<file path="src/rtl/cwd_pkg.sv">
// Package: shared widths and the window register layout for the
// character window detector. Upper bound sits in the high half.
package cwd_pkg;
    localparam int BOUND_W = 16;
    localparam int REG_W   = 2 * BOUND_W;

    typedef struct packed {
        logic [BOUND_W-1:0] hi;
        logic [BOUND_W-1:0] lo;
    } win_cfg_t;
endpackage

</file>
<file path="src/rtl/cwd_cfg_reg.sv">
// Module: window bound register with write-protect gating.
// Assumes single-cycle write strobes and an exact byte address decode.
module cwd_cfg_reg
    import cwd_pkg::*;
#(
    parameter int              ADDR_W   = 12,
    parameter logic [ADDR_W-1:0] CMP_ADDR = 12'h448
) (
    input  logic              clk,
    input  logic              rst_n,
    input  logic              wr,
    input  logic [ADDR_W-1:0] addr,
    input  logic [REG_W-1:0]  wdata,
    input  logic              wp_en,
    output win_cfg_t          cfg_q
);
    logic wr_ok;

    // Accept a write only at the window address with protection off.
    always_comb begin
        wr_ok = wr && (addr == CMP_ADDR) && !wp_en;
    end

    // Hold the bounds; load both halves on an accepted write.
    always_ff @(posedge clk) begin
        if (!rst_n) begin
            cfg_q <= '0;
        end else if (wr_ok) begin
            cfg_q <= win_cfg_t'(wdata);
        end
    end
endmodule

</file>
<file path="src/rtl/cwd_window.sv">
// Module: inclusive window comparator. Zero-extends the character to
// the bound width. Assumes CHAR_W is not larger than BOUND_W.
module cwd_window
    import cwd_pkg::*;
#(
    parameter int CHAR_W = 8
) (
    input  logic [CHAR_W-1:0] char_in,
    input  win_cfg_t          cfg,
    output logic              hit
);
    logic [BOUND_W-1:0] char_ext;

    // Widen the character: pad with zeros only when it is narrower.
    generate
        if (CHAR_W < BOUND_W) begin : g_pad
            assign char_ext = {{(BOUND_W-CHAR_W){1'b0}}, char_in};
        end else begin : g_direct
            assign char_ext = char_in;
        end
    endgenerate

    // Both ends inclusive; an inverted window can never be satisfied.
    always_comb begin
        hit = (char_ext >= cfg.lo) && (char_ext <= cfg.hi);
    end
endmodule

</file>
<file path="src/rtl/cwd_status.sv">
// Module: sticky match flag with read-to-clear and wakeup pulse.
// Assumes the strobe is one cycle wide; a set beats a same-cycle clear.
module cwd_status (
    input  logic clk,
    input  logic rst_n,
    input  logic strobe,
    input  logic hit,
    input  logic wake_en,
    input  logic clr,
    output logic flag_q,
    output logic wake_q
);
    logic match;

    // A match needs both the strobe and an in-window value.
    always_comb begin
        match = strobe && hit;
    end

    // Sticky flag: set has priority over the read clear.
    always_ff @(posedge clk) begin
        if (!rst_n) begin
            flag_q <= 1'b0;
        end else if (match) begin
            flag_q <= 1'b1;
        end else if (clr) begin
            flag_q <= 1'b0;
        end
    end

    // One-cycle wakeup request per matching strobe when enabled.
    always_ff @(posedge clk) begin
        if (!rst_n) begin
            wake_q <= 1'b0;
        end else begin
            wake_q <= match && wake_en;
        end
    end
endmodule

</file>
<file path="src/rtl/char_window_detect.sv">
// Module: top of the received character window detector. Holds the
// bounds, compares each strobed character and reports flag and wakeup.
// Assumes the read data is consumed in the cycle the read strobe is high.
module char_window_detect
    import cwd_pkg::*;
#(
    parameter int                ADDR_W    = 12,
    parameter int                CHAR_W    = 8,
    parameter logic [ADDR_W-1:0] CMP_ADDR  = 12'h448,
    parameter logic [ADDR_W-1:0] STAT_ADDR = 12'h414
) (
    input  logic              clk,
    input  logic              rst_n,
    input  logic              bus_wr,
    input  logic              bus_rd,
    input  logic [ADDR_W-1:0] bus_addr,
    input  logic [31:0]       bus_wdata,
    output logic [31:0]       bus_rdata,
    input  logic              wp_en,
    input  logic              wake_en,
    input  logic              rx_valid,
    input  logic [CHAR_W-1:0] rx_char,
    output logic              match_flag,
    output logic              wake_req
);
    win_cfg_t cfg_q;
    logic     hit;
    logic     stat_rd;

    cwd_cfg_reg #(.ADDR_W(ADDR_W), .CMP_ADDR(CMP_ADDR)) u_cfg (
        .clk   (clk),
        .rst_n (rst_n),
        .wr    (bus_wr),
        .addr  (bus_addr),
        .wdata (bus_wdata),
        .wp_en (wp_en),
        .cfg_q (cfg_q)
    );

    cwd_window #(.CHAR_W(CHAR_W)) u_win (
        .char_in (rx_char),
        .cfg     (cfg_q),
        .hit     (hit)
    );

    // Decode a read of the status register for the clear.
    always_comb begin
        stat_rd = bus_rd && (bus_addr == STAT_ADDR);
    end

    cwd_status u_stat (
        .clk     (clk),
        .rst_n   (rst_n),
        .strobe  (rx_valid),
        .hit     (hit),
        .wake_en (wake_en),
        .clr     (stat_rd),
        .flag_q  (match_flag),
        .wake_q  (wake_req)
    );

    // Read mux: bounds or status bit, zero elsewhere.
    always_comb begin
        bus_rdata = '0;
        if (bus_rd) begin
            if (bus_addr == CMP_ADDR) begin
                bus_rdata = cfg_q;
            end else if (bus_addr == STAT_ADDR) begin
                bus_rdata = {31'b0, match_flag};
            end
        end
    end
endmodule

</file>
<file path="config.mk">
export PLATFORM = sky130hd
export DESIGN_NAME = char_window_detect
export DESIGN_NICKNAME = d
export VERILOG_FILES = /design/src/rtl/cwd_pkg.sv /design/src/rtl/cwd_cfg_reg.sv /design/src/rtl/cwd_window.sv /design/src/rtl/cwd_status.sv /design/src/rtl/char_window_detect.sv
export SDC_FILE = /design/constraint.sdc
export NUM_CORES = 1
export LEC_CHECK = 0
export ABC_AREA = 1
export BUFFER_PORTS_ARGS = -buffer_cell sky130_fd_sc_hd__buf_2
export CAP_MARGIN = 20
export CORE_MARGIN = 3
export CORE_UTILIZATION = 43
export CTS_CLUSTER_DIAMETER = 80
export DETAILED_ROUTE_END_ITERATION = 6
export PLACE_DENSITY = 0.88
export SETUP_SLACK_MARGIN = 0.15
export SLEW_MARGIN = 40
export SYNTH_ARGS = -nofsm -noshare
export SYNTH_HDL_FRONTEND = slang
export SYNTH_SLANG_ARGS = --single-unit
</file>
<file path="constraint.sdc">
create_clock -name clk -period 1.3 [get_ports clk]
set_input_delay 0.13 -clock clk [delete_from_list [all_inputs] [get_ports clk]]
set_output_delay 0.13 -clock clk [all_outputs]
set_load 0.005 [all_outputs]
</file>
# --- Word-level counts from Yosys, hierarchy flattened ---
# Index checks and enable logic that the tools add are counted.
op_classes:
  order_cmp: 2
  n_eq_ne: 2
  n_mux: 5
  reduce_logical: 8
ops:
  columns: ["cell", "count"]
  rows:
  - ["$mux W32", 2]
  - ["$eq A12 B11 Y1 const B", 2]
  - ["$ge A8 B16 Y1", 1]
  - ["$le A8 B16 Y1", 1]
  - ["$logic_and A1 B1 Y1", 6]
  - ["$mux W1", 3]
  - ["$reduce_bool A2 Y1", 1]
  - ["$logic_not A1 Y1", 1]
word_totals:
  out_inout_bits: 34
  reg_bits: 34

# --- Logic depth before layout (Yosys ltp) ---
depth:
  ltp_word: 4
  depth_mapped: 12

# --- Modules after synthesis ---
# Synthesis repeated with hierarchy kept, for this count alone.
hier_totals:
  hier_cells: 438
  area_unflattened_um2: 2638.8
by_module_without_submodules:
  columns: ["module", "cells_each", "n_inst", "area_each_um2"]
  rows:
  - ["cwd_cfg_reg", 231, 1, 1536.5]
  - ["char_window_detect", 104, 1, 515.5]
  - ["cwd_window", 94, 1, 515.5]
  - ["cwd_status", 9, 1, 71.3]

# --- Worst setup path after synthesis ---
# Ideal clock, no wire load.
synth_timing:
  path_kind: "register to register"
  start: "register u_cfg.cfg_q[7] (netlist name)"
  end: "register u_stat.flag_q"
  stages_incl_launch_ff: 11
  t_arrival_ns: 1.176
  setup_time_ns: 0.074
  period_less_slack_ns: 1.250
  path_slack_ns: 0.050
  n_path_buf: 0
  cell_sequence: "dfxtp_1 -> inv_1 -> ha_1 -> nand2_1 -> nor2_1 -> nand2_1 -> nand2_1 -> nor2_1 -> nand2_1 -> nand3_1 -> a21oi_1"
synth_between:
  elab_chain_len: 4
synth_lines:
  columns: ["element", "line", "rtl"]
  rows:
  - ["$ge A8 B16 Y1 (*)", "cwd_window.sv:25", "hit = (char_ext >= cfg.lo) && (char_ext <= cfg.hi);"]
  - ["$logic_and A1 B1 Y1 (*)", "cwd_window.sv:25", null]
  - ["$logic_and A1 B1 Y1 (*)", "cwd_status.sv:17", "match = strobe && hit;"]
  - ["$mux W1 or $reduce_bool A2 Y1 (tied branches)", null, null]
  - ["end signal, assigned", "cwd_status.sv:23", "flag_q <= 1'b0;"]
  - ["end signal, assigned", "cwd_status.sv:25", "flag_q <= 1'b1;"]
  - ["end signal, assigned", "cwd_status.sv:27", "flag_q <= 1'b0;"]
  - ["end, declared", "cwd_status.sv:10", "output logic flag_q,"]
# Every way passes the cells marked *; elsewhere a longest branch is shown, timed or not.
# A chain may end at the register's enable or synchronous reset.

# --- Worst setup path after layout ---
layout_timing:
  start: "register u_cfg.cfg_q[7] (netlist name)"
  end: "register u_stat.flag_q"
layout_between:
  elab_chain_len: 4
layout_lines:
  columns: ["element", "line"]
  rows:
  - ["$ge A8 B16 Y1 (*)", "cwd_window.sv:25"]
  - ["$logic_and A1 B1 Y1 (*)", "cwd_window.sv:25"]
  - ["$logic_and A1 B1 Y1 (*)", "cwd_status.sv:17"]
  - ["$mux W1 or $reduce_bool A2 Y1 (tied branches)", null]
# Marked as above.

==> results.toml <==
[timing]
maxSlewViolCount = 0
finalSetupViolCount = 1
fin_setup_tns_ns = -0.0185
skew_ns = 0.00466
min_period_ns = 1.32
worst_slew_pin_slew_ns = 0.553
hold_viol = 0
slew_headroom = 0.631
max_freq_mhz = 758
grt_setup_unrepaired = "yes"
fin_crit_sh = 1.01
finalWorstSetupSlack_ns = -0.0185

[grt]
track_usage = 0.222
grt_pass1_vias = 2354
grt_start_max_net_pins = 35
grt_pass1_wl_um = 10700
antenna_found_initial = 0
overflow = 0

[outcome]
violations = "setup timing"
status = "finished, violations left"

[route]
drcViolationCount = 0
via_count = 2344
vias_per_cell = 5.10
antenna_left = 0
routed_wl_um = 7110
wl_per_cell_um = 15.5
drtPass1Iterations = 4
drt-initial-drc-count = 55

[placed_design]
hpwl_um = 4460
io_buffers = 92
place.gp.congestion = 0.824
dp_cells = 443
pre_cts_ws_ns = -0.0807

[layout]
syn_to_final_growth_pct = 70.4
drive_above_1_share = 0.646
finalNetCount = 469
num-fill-cells = 301
diodes = 0
stdcell_count = 460

[critical_path]
critical-path-max-stage-delay_ns = 0.32
cp_data_arrival_time_ns = 1.55
crit_chain = "inv_2 -> ha_4 -> nand2_2 -> nor2_4 -> nand2_1 -> nand2_1 -> nor2_1 -> nand2_1 -> nand3_2 -> a21oi_2"
worstPathRequired_ns = 1.53
cp_slowest_cell = "dfxtp_2"
critPathKind = "flop to flop"
path_max_fanout = 2
critPathLaunchType = "flop"
cp_num_buf_inv = 1
end_kind = "flop"
crit_path_frequent_cell = "nand2_1"
crit_family = "simple AND/OR/NAND/NOR gates"

[synthesis]
ys_ff_latch = 34
yosysUniqueCellTypes = 21
synth_top_area_frac = 0.320
synthMostInstantiatedCell = "inv_1"
syn-num-nets = 354
synthArstFlopShare = 0
ys_warn_count = 0
synth_common_cells = "inv_1 (46), dfxtp_1 (34), nand2_1 (33), nor3_1 (33), o21a_1 (32)"
synth.area.top_cells = "dfxtp_1 (32%), a21oi_2 (12%), o21a_1 (11%)"
syn_avg_cell_area_um2 = 7.62
synth_area_um2 = 2130
synth-edff-count = 0
syn_inst = 279
ys.flop_type = "dfxtp_1"
ys_seq_area_frac = 0.320
synth_largest_area_cell = "dfxtp_1"

[clock_tree]
cts_tree = "done"
h-tree-depth = 2
path_clk_slew_ns = 0.07
root_buffer = "clkbuf_8"
cts.sinks = 34
cts_hold_buf = 0
cts_buffer_depth = 2
cts_made_buffers = 5
clk_latency_ns = 0.29

[die]
start_util = 0.466
core_um2 = 4560
die_w_um = 76.3
fp.dieH_um = 76.3
dieArea_um2 = 5820
fp-row-count = 24
io_pins = 93

[power_and_ir_drop]
max-vdd-ir-drop_v = 0.000583
leakage_nw = 1.67
power.total_mw = 2.22
p_per_area_nw_per_um2 = 613

[run]
drv_cap = 0

[worst_hold_path]
hp-class = "input pin to flop"
-- state kept, by name, summed over array words and instances, names as in the netlist --
register and flops:
u_stat.wake_q 1, u_cfg.cfg_q 32, u_stat.flag_q 1
-- cell type report --
type | instances | area [um2] | area share
multi-input combinational | 183 | 1730 | 0.477
tap | 65 | 81.3 | 0.0225
clock inverter | 1 | 5.00 | 0.00138
clock buffer | 7 | 86.3 | 0.0238
inverter | 47 | 179 | 0.0494
timing repair buffer | 123 | 845 | 0.233
sequential | 34 | 698 | 0.193
-- placed cells by master, fill, tap and decap left out, types with 4 or more instances in the layout --
master,synthesis,routed
clkbuf_8,0,6
ha_4,0,12
nor3_4,0,23
buf_2,3,87
a21oi_1,11,7
inv_1,46,32
nand3_1,6,4
nor2_2,0,4
a21oi_2,28,32
nor3_2,0,8
o21a_1,32,32
inv_2,1,14
buf_4,0,13
ha_1,16,4
nor2_1,18,11
nand2_1,33,23
dfxtp_2,0,14
dfxtp_1,34,20
buf_6,3,17
nor2_4,1,4
nand2_2,0,8
-- where the power goes --
part           switching (mW)  internal, mW  leakage (nW)
Clock                   0.404         0.428        0.0482
Combinational           0.188         0.154          1.34
Sequential            0.00239          1.04         0.281
-- worst paths after layout --
| path | startpoint | depth (start not counted) | slack, ns | endpoint |
|---|---|---|---|---|
| max | u_cfg.cfg_q[7] | 10 | -0.02 | u_stat.flag_q |
| max reg2reg | u_cfg.cfg_q[7] | 10 | -0.02 | u_stat.flag_q |
| min | bus_wdata[4] | 2 | 0.04 | u_cfg.cfg_q[4] |
| min reg2reg | u_stat.flag_q | 2 | 0.53 | u_stat.flag_q |
-- logic make-up (layout without fill, tap and decap cells) --
kind of cell,after synthesis,after routing,synth area share
AO/OA/AOI/OAI,74,74,0.264
adder cells (fa/ha/maj),16,16,0.0942
buffers and inverters,62,178,0.122
flip-flops,34,34,0.320
AND/OR/NAND/NOR,93,93,0.200
-- stage by stage --
step / area [um2] / hold WS [ns] / util
2_1_floorplan: 2260 / 0.249 / -
3_3_place_gp: 2910 / 0.338 / 0.638
3_5_place_dp: 2910 / 0.339 / 0.638
4_1_cts: 3290 / 0.0382 / 0.721
5_1_grt: 3620 / 0.0358 / 0.794
6_report: 3620 / 0.0434 / 0.794
-- metal layers --
metal / vias to the layer above / GRT usage / wire length [um]
li1: 1150 / - / -
met5: - / 0 / 0
met3: 14 / 0.0603 / 406
met2: 82 / 0.410 / 3790
met1: 1098 / 0.249 / 2770
met4: 0 / 0.0580 / 139
-- what timing repair did --
item,4_1_cts,5_1_grt
buffers inserted,1,4
gates resized for setup,67,48
endpoints found under the hold margin,0,0
setup endpoints to repair,34,41
pin swaps,21,23
cloned,1,3
Power figures use the tool's default switching activity.
